**config.mk**
```make
export PLATFORM = sky130hd
export DESIGN_NAME = vit_decoder
export DESIGN_NICKNAME = d
export VERILOG_FILES = /design/src/rtl/vit_pkg.sv /design/src/rtl/vit_branch_metric.sv /design/src/rtl/vit_acs_unit.sv /design/src/rtl/vit_survivor.sv /design/src/rtl/vit_decoder.sv
export SDC_FILE = /design/constraint.sdc
export NUM_CORES = 1
export LEC_CHECK = 0
export ABC_CLOCK_PERIOD_IN_PS = 9600
export BUFFER_PORTS_ARGS = -buffer_cell sky130_fd_sc_hd__buf_2
export CORE_MARGIN = 4
export CORE_UTILIZATION = 30
export DETAILED_ROUTE_END_ITERATION = 10
export GPL_TIMING_DRIVEN = 1
export HOLD_SLACK_MARGIN = 0.12
export PLACE_DENSITY_LB_ADDON = 0.08
export REMOVE_ABC_BUFFERS = 1
export SLEW_MARGIN = 15
export SYNTH_ARGS = -nofsm -noshare
export SYNTH_HDL_FRONTEND = slang
export SYNTH_HIERARCHICAL = 1
export SYNTH_SLANG_ARGS = --single-unit
```
**constraint.sdc**
```tcl
create_clock -name clk -period 9.6 [get_ports clk]
set_input_delay 2.88 -clock clk [delete_from_list [all_inputs] [get_ports clk]]
set_output_delay 2.88 -clock clk [all_outputs]
set_load 0.01 [all_outputs]
```
**src/rtl/vit_pkg.sv**
```systemverilog
// Shared trellis constants and helpers for the four-state decoder.
// Assumes a rate-1/2, memory-2 code; a state number holds the newest
// input bit in its MSB.
package vit_pkg;
    localparam int MEM    = 2;
    localparam int NSTATE = 1 << MEM;
    localparam int NCODE  = 4;
    localparam logic [MEM:0] POLY_A = 3'b111;
    localparam logic [MEM:0] POLY_B = 3'b101;

    // Expected coded pair when input bit u leaves state prev.
    function automatic logic [1:0] code_of(input logic u, input int prev);
        logic [MEM:0] r;
        r = {u, prev[MEM-1:0]};
        return {^(r & POLY_A), ^(r & POLY_B)};
    endfunction

    // Predecessor of state s; b picks the one whose oldest bit is 1.
    function automatic int pred_of(input int s, input logic b);
        return ((s * 2) % NSTATE) + int'(b);
    endfunction

    // Input bit that drives the trellis into state s.
    function automatic logic in_bit_of(input int s);
        return s >= (NSTATE / 2);
    endfunction
endpackage

```
**src/rtl/vit_branch_metric.sv**
```systemverilog
// Hamming-distance branch metrics for one received hard pair against
// every possible coded pair. Purely combinational; the output index is
// the coded pair value.
module vit_branch_metric
    import vit_pkg::*;
(
    input  logic [1:0] rx,
    output logic [1:0] bm [NCODE]
);
    for (genvar c = 0; c < NCODE; c++) begin : g_code
        localparam logic [1:0] CV = 2'(c);
        // Count the bits in which the received pair differs from code c.
        always_comb bm[c] = {1'b0, rx[1] ^ CV[1]} + {1'b0, rx[0] ^ CV[0]};
    end
endmodule

```
**src/rtl/vit_acs_unit.sv**
```systemverilog
// Add-compare-select for one state. Candidate metrics wrap modulo 2^W.
// The winner is decided by the sign of their modular difference, which
// assumes the true spread stays under 2^(W-1). A tie keeps predecessor a,
// the lower-numbered one.
module vit_acs_unit #(
    parameter int W = 4
) (
    input  logic [W-1:0] pm_a,
    input  logic [W-1:0] pm_b,
    input  logic [1:0]   bm_a,
    input  logic [1:0]   bm_b,
    output logic [W-1:0] pm_new,
    output logic         pick
);
    logic [W-1:0] cand_a, cand_b, gap;

    // Extend the branch metrics and add them to the predecessor metrics.
    always_comb begin
        cand_a = pm_a + {{(W-2){1'b0}}, bm_a};
        cand_b = pm_b + {{(W-2){1'b0}}, bm_b};
        gap    = cand_b - cand_a;
    end

    // Take b only when its candidate is strictly smaller in modular order.
    always_comb begin
        pick   = gap[W-1];
        pm_new = pick ? cand_b : cand_a;
    end
endmodule

```
**src/rtl/vit_survivor.sv**
```systemverilog
// Register-exchange survivor store. Each state's row takes the row of its
// chosen predecessor, shifted up by one, with the state's own input bit
// entering at bit 0. Bit DEPTH-1 holds the oldest decision.
module vit_survivor
    import vit_pkg::*;
#(
    parameter int DEPTH = 12
) (
    input  logic             clk,
    input  logic             rst_n,
    input  logic             en,
    input  logic             pick [NSTATE],
    output logic [DEPTH-1:0] rows [NSTATE]
);
    // Clear on reset; exchange all rows on each accepted symbol.
    always_ff @(posedge clk) begin
        if (!rst_n) begin
            for (int s = 0; s < NSTATE; s++) rows[s] <= '0;
        end else if (en) begin
            for (int s = 0; s < NSTATE; s++)
                rows[s] <= {rows[pred_of(s, pick[s])][DEPTH-2:0], in_bit_of(s)};
        end
    end
endmodule

```
**src/rtl/vit_decoder.sv**
```systemverilog
// Top level of the hard-decision decoder. It accepts one received pair
// per valid cycle and updates all four path metrics in that cycle. The
// metrics wrap freely and are never rescaled. After DEPTH symbols it
// emits one decoded bit per accepted symbol, one cycle after acceptance.
// Assumes W is large enough that 2^(W-1) exceeds the metric spread (6).
module vit_decoder
    import vit_pkg::*;
#(
    parameter int W           = 4,
    parameter int DEPTH       = 12,
    parameter int INIT_OFFSET = 4
) (
    input  logic       clk,
    input  logic       rst_n,
    input  logic       in_valid,
    input  logic [1:0] in_sym,
    output logic       out_valid,
    output logic       out_bit
);
    localparam int CW = $clog2(DEPTH + 1);

    logic [1:0]       bm    [NCODE];
    logic [W-1:0]     pm_q  [NSTATE];
    logic [W-1:0]     pm_d  [NSTATE];
    logic             pick  [NSTATE];
    logic [DEPTH-1:0] rows  [NSTATE];
    logic [CW-1:0]    cnt_q;
    logic             valid_q;
    logic [MEM-1:0]   best;
    logic [W-1:0]     best_gap;

    vit_branch_metric u_bm (
        .rx (in_sym),
        .bm (bm)
    );

    for (genvar s = 0; s < NSTATE; s++) begin : g_acs
        localparam int         PA = pred_of(s, 1'b0);
        localparam int         PB = pred_of(s, 1'b1);
        localparam logic [1:0] CA = code_of(in_bit_of(s), PA);
        localparam logic [1:0] CB = code_of(in_bit_of(s), PB);
        vit_acs_unit #(.W(W)) u_acs (
            .pm_a   (pm_q[PA]),
            .pm_b   (pm_q[PB]),
            .bm_a   (bm[CA]),
            .bm_b   (bm[CB]),
            .pm_new (pm_d[s]),
            .pick   (pick[s])
        );
    end

    vit_survivor #(.DEPTH(DEPTH)) u_surv (
        .clk   (clk),
        .rst_n (rst_n),
        .en    (in_valid),
        .pick  (pick),
        .rows  (rows)
    );

    // Path metric registers: seeded at reset, loaded on each symbol.
    always_ff @(posedge clk) begin
        if (!rst_n) begin
            for (int s = 0; s < NSTATE; s++)
                pm_q[s] <= (s == 0) ? '0 : W'(INIT_OFFSET);
        end else if (in_valid) begin
            for (int s = 0; s < NSTATE; s++) pm_q[s] <= pm_d[s];
        end
    end

    // Count accepted symbols up to the decision depth; remember acceptance.
    always_ff @(posedge clk) begin
        if (!rst_n) begin
            cnt_q   <= '0;
            valid_q <= 1'b0;
        end else begin
            valid_q <= in_valid;
            if (in_valid && cnt_q != CW'(DEPTH)) cnt_q <= cnt_q + 1'b1;
        end
    end

    // Best state by modular compare; ties stay with the lower state number.
    always_comb begin
        best     = '0;
        best_gap = '0;
        for (int s = 1; s < NSTATE; s++) begin
            best_gap = pm_q[s] - pm_q[best];
            if (best_gap[W-1]) best = MEM'(s);
        end
    end

    // Output the oldest decision of the best survivor.
    always_comb begin
        out_valid = valid_q && (cnt_q == CW'(DEPTH));
        out_bit   = rows[best][DEPTH-1];
    end
endmodule

```
Word-level counts from Yosys, hierarchy flattened. Memory sizes are Yosys's and may differ from the RTL's. Index checks and enable logic that the tools add are counted.

Register bits: 51. RAM bits: 16. Output and inout bits: 2. Logic and storage cells: 79. Memories kept: 1.

Memories: pm_q (depth 4, bits a word 4, read ports 6, clocked after memory_dff 0, write ports 4, line vit_decoder.sv:23) `logic [W-1:0] pm_q [NSTATE];`.

Add/sub/neg operators: 22. $lt $le $gt $ge: 5. Equal/unequal tests: 2. Multiplexer cells: 30. Bitwise logic cells: 11. Reduce and logical (&&, ||, !) cells: 2.

Operators with widths (number): 32-bit by 3-bit greater-or-equal comparator with 1-bit output, second input constant (4); 12-bit binary-select mux with 2-bit select (5); 11-bit two-way mux (8); 1-bit NOT with 32-bit output (2); 32-bit NOT (2); 4-bit by 2-bit adder with 4-bit output (8); 4-bit two-way mux (8); 4-bit subtractor (7); 12-bit two-way mux (2); 1-bit by 1-bit adder with 2-bit output (4); 2-bit by 1-bit adder with 3-bit output, first input constant (2); 1-bit two-way mux (5); 4-bit by 1-bit adder with 4-bit output, second input constant (1); 4-bit equality test, second input constant (1); 2-bit two-way mux (2); 4-bit != test, second input constant (1); 1-bit OR (4); 3-bit greater-or-equal comparator, second input constant (1); 2-bit NOT with 3-bit output (1); 1-bit logical AND (2); 1-bit NOT (2).

Logic depth before layout (Yosys ltp). An unclocked memory read counts as a cell.

Depth in word-level cells: 13. Depth in mapped cells: 18. Gate-level depth less buffers: 18.

Hierarchy. The synthesis kept the hierarchy.

By module, submodules not included: vit_survivor (instances 1, cells an instance 192, area an instance 1853.0 um^2); vit_decoder (instances 1, cells an instance 133, area an instance 1397.6 um^2); vit_acs_unit (instances 4, cells an instance 30, area an instance 287.8 um^2); vit_branch_metric (instances 1, cells an instance 9, area an instance 76.3 um^2).

Worst setup path after synthesis. Ideal clock, no wire load.

Path kind: flip-flop to output port. Start: memory pm_q[1][2]. End: output port out_bit. Data arrival time: 3763 ps. Path slack: 2957 ps. Stages on the path, launching flop included: 18. Cells stage by stage: edfxtp_1 > ha_1 > a21oi_2 > o21ai_4 > xnor2_1 > mux2i_1 > ha_1 > a21oi_1 > o21ai_2 > xnor2_1 > nand2_1 > o21ai_1 > ha_1 > a21oi_1 > nand2b_1 > o21ai_1 > xnor2_1 > mux2_4.

RTL lines: start: declaration (line vit_decoder.sv:23); end: declaration (line vit_decoder.sv:18) `output logic out_bit`.

==> key figures <==
Outcome
  – Outcome: completed

Cells and area
  – Layout cells sized above 1: 0.1086
  – Layout Cells excl Fill: 635
  – Antenna cells: 0
  – NumNets Final: 496
  – Fin area: 4843 um^2
  – Final Util: 0.3332
  – Area grow syn2layout: 9.165%

Floorplanning
  – Die Ht: 129.6 um
  – Initial Util: 0.3053
  – # IOs: 7
  – Site Rows: 44
  – Die ar.: 16800 um^2
  – Core area: 14530 um^2
  – Die width: 129.6 um

Power and ir drop
  – Worst vdd ir: 0.0001242 V
  – Leak: 2.069 nW
  – Cell Pwr Density: 400.3 nW/um^2

Setup path
  – Crit path required time: 6.72 ns
  – Worst-path cell chain: ha_1 -> a21oi_2 -> o21ai_4 -> xnor2_1 -> mux2i_1 -> ha_1 -> a21oi_1 -> o21ai_2 -> xnor2_1 -> nand2_1 -> o21ai_1 -> ha_1 -> a21oi_1 -> nand2b_1 -> o21ai_1 -> xnor2_1 -> mux2_4 -> buf_2
  – R2R Setup Slk: 6.07 ns
  – R2r startpoint: pm_q[2][0]
  – CP max-delay cell: edfxtp_1
  – CP endpoint kind: output pin
  – Cell depth of the worst flop-to-flop path: 9
  – Worst Path Buf+Inv: 1
  – CP max stage delay: 0.49 ns
  – Reg2Reg Capture Point: pm_q[3][0]
  – Max Fanout on Critical Path: 8
  – Worst Path Class, Setup: reg -> out
  – Arrival time at the worst endpoint: 4.61 ns
  – Largest delay contributor family on the critical path: compound AO/OA/AOI/OAI gates
  – Critical path launch point type: flip-flop
  – Levels on crit path: 18
  – Critical path origin: pm_q[1][2]

STA
  – Period utilisation layout: 0.7806
  – Sum Neg Setup Slack: 0 ns
  – Period minus WS final: 7.494 ns
  – F_max: 133.4 MHz
  – Skew final: 0.008770 ns
  – Worst hold margin: 0.4621 ns
  – Worst Max-Slew Pin Slew: 0.8637 ns
  – Max-slew headroom: 0.4242
  – # setup viols final: 0
  – RSZ-0062 raised after global routing: false
  – Pins Over Slew Limit: 0
  – Final Hold Fails: 0

CTS
  – Clk buf depth: 2
  – Clk sinks: 64
  – Clock tree root driver cell: clkbuf_16
  – CTS tree: yes
  – # Post-CTS Setup Buffers: 0
  – Post-cts hold buffer count: 0
  – CTS HTree Levels: 3
  – CTS buffer count: 9
  – Worst-Skew Late Latency: 0.33 ns
  – PostCTS Resize Cnt: 0
  – Worst-path clk slew: 0.06 ns

Hold path
  – Worst min-delay path category: reg -> reg
  – Hold EP: u_surv/rows[0]
  – HP Start: u_surv/rows[0]
  – Hold path cells: 1

Drt
  – Initial drt markers: 178
  – DR vias/cell: 4.742
  – DRT Pass-1 Iters: 4
  – Via count: 3011
  – Post-Route WL: 9725 um
  – Antenna-violating nets left: 0
  – Routed length per instance: 15.31 um
  – DR DRC count: 0

Placed design
  – Placed Cells: 620
  – Port bufs: 6
  – Dpl cell area: 4581 um^2
  – Final Wtd Congestion: 0.7801
  – DP HPWL: 6771 um

Logic synthesis
  – Mapped Area: 4437 um^2
  – Post-synthesis cell count: 448
  – Syn avg cell area: 9.903 um^2
  – Synth warn: 6

Global routing
  – Pin count of the biggest net entering global routing: 65
  – Initial antenna violation count: 0
  – First-pass GRT wire length: 16260 um
  – Remaining Overflow, GRT: 0
  – Vias in the first global route: 3139
  – Gr usage total: 0.1243

Flow run
  – Max cap viols: 0
[area by class of cell]
cell class,instances,area [um^2]
Multi-Input combinational cell,330,2733
Sequential cell,64,1441
Clock buffer,10,229.0
Clock inverter,5,33.78
Timing Repair Buffer,9,52.55
Fill cell,1518,9691
Tap cell,184,230.2
Inverter,33,123.9
[power by group]
| group | switching, W | leakage, nW | internal, W |
|---|---|---|---|
| Clock | 0.000121 | 0.133 | 0.000173 |
| Sequential | 0.0000683 | 0.563 | 0.000335 |
| Combinational | 0.000630 | 1.37 | 0.000611 |
| Total | 0.000820 | 2.07 | 0.00112 |
[metrics by stage]
step / setup slack [ns] / total power, W
after global placement: 2.511 / 0.001654
after CTS: 2.027 / 0.001970
final: 2.106 / 0.001939
after detailed placement: 2.433 / 0.001662
after global routing: 1.690 / 0.002097
after floorplan: 2.957 / 0.001401
[cells in the final DEF, fill, tap and decap left out, drive strengths merged]
cell,instances
a2111oi,1
a211oi,1
a21bo,1
a21boi,8
a21o,6
a21oi,55
a311oi,1
and2,4
and3,13
and4,1
buf,9
clkbuf,10
clkinv,4
dfxtp,48
edfxtp,16
fa,8
ha,36
inv,34
mux2,8
mux2i,52
nand2,14
nand2b,16
nand3,10
nand3b,1
nor2,3
nor2b,11
nor3,2
o21a,1
o21ai,43
o311ai,1
o31ai,1
or2,3
or2b,1
xnor2,19
xor2,5
xor3,4
[state kept, by name, indices dropped and copies added (netlist names)]
name         cells
valid_q          1
pm_q            16
u_surv/rows     43
cnt_q            4
[metal layers]
metal	global-route usage	wire, um
met5	0	0
met4	0.04401	150
met3	0.02102	181
met2	0.1920	4187
met1	0.1751	5206
[worst max path at each step]
stage               endpoint
global placement     out_bit
detailed placement   out_bit
floorplan            out_bit
CTS                  out_bit
global route         out_bit
finish               out_bit
(Power assumes the default switching activity.)
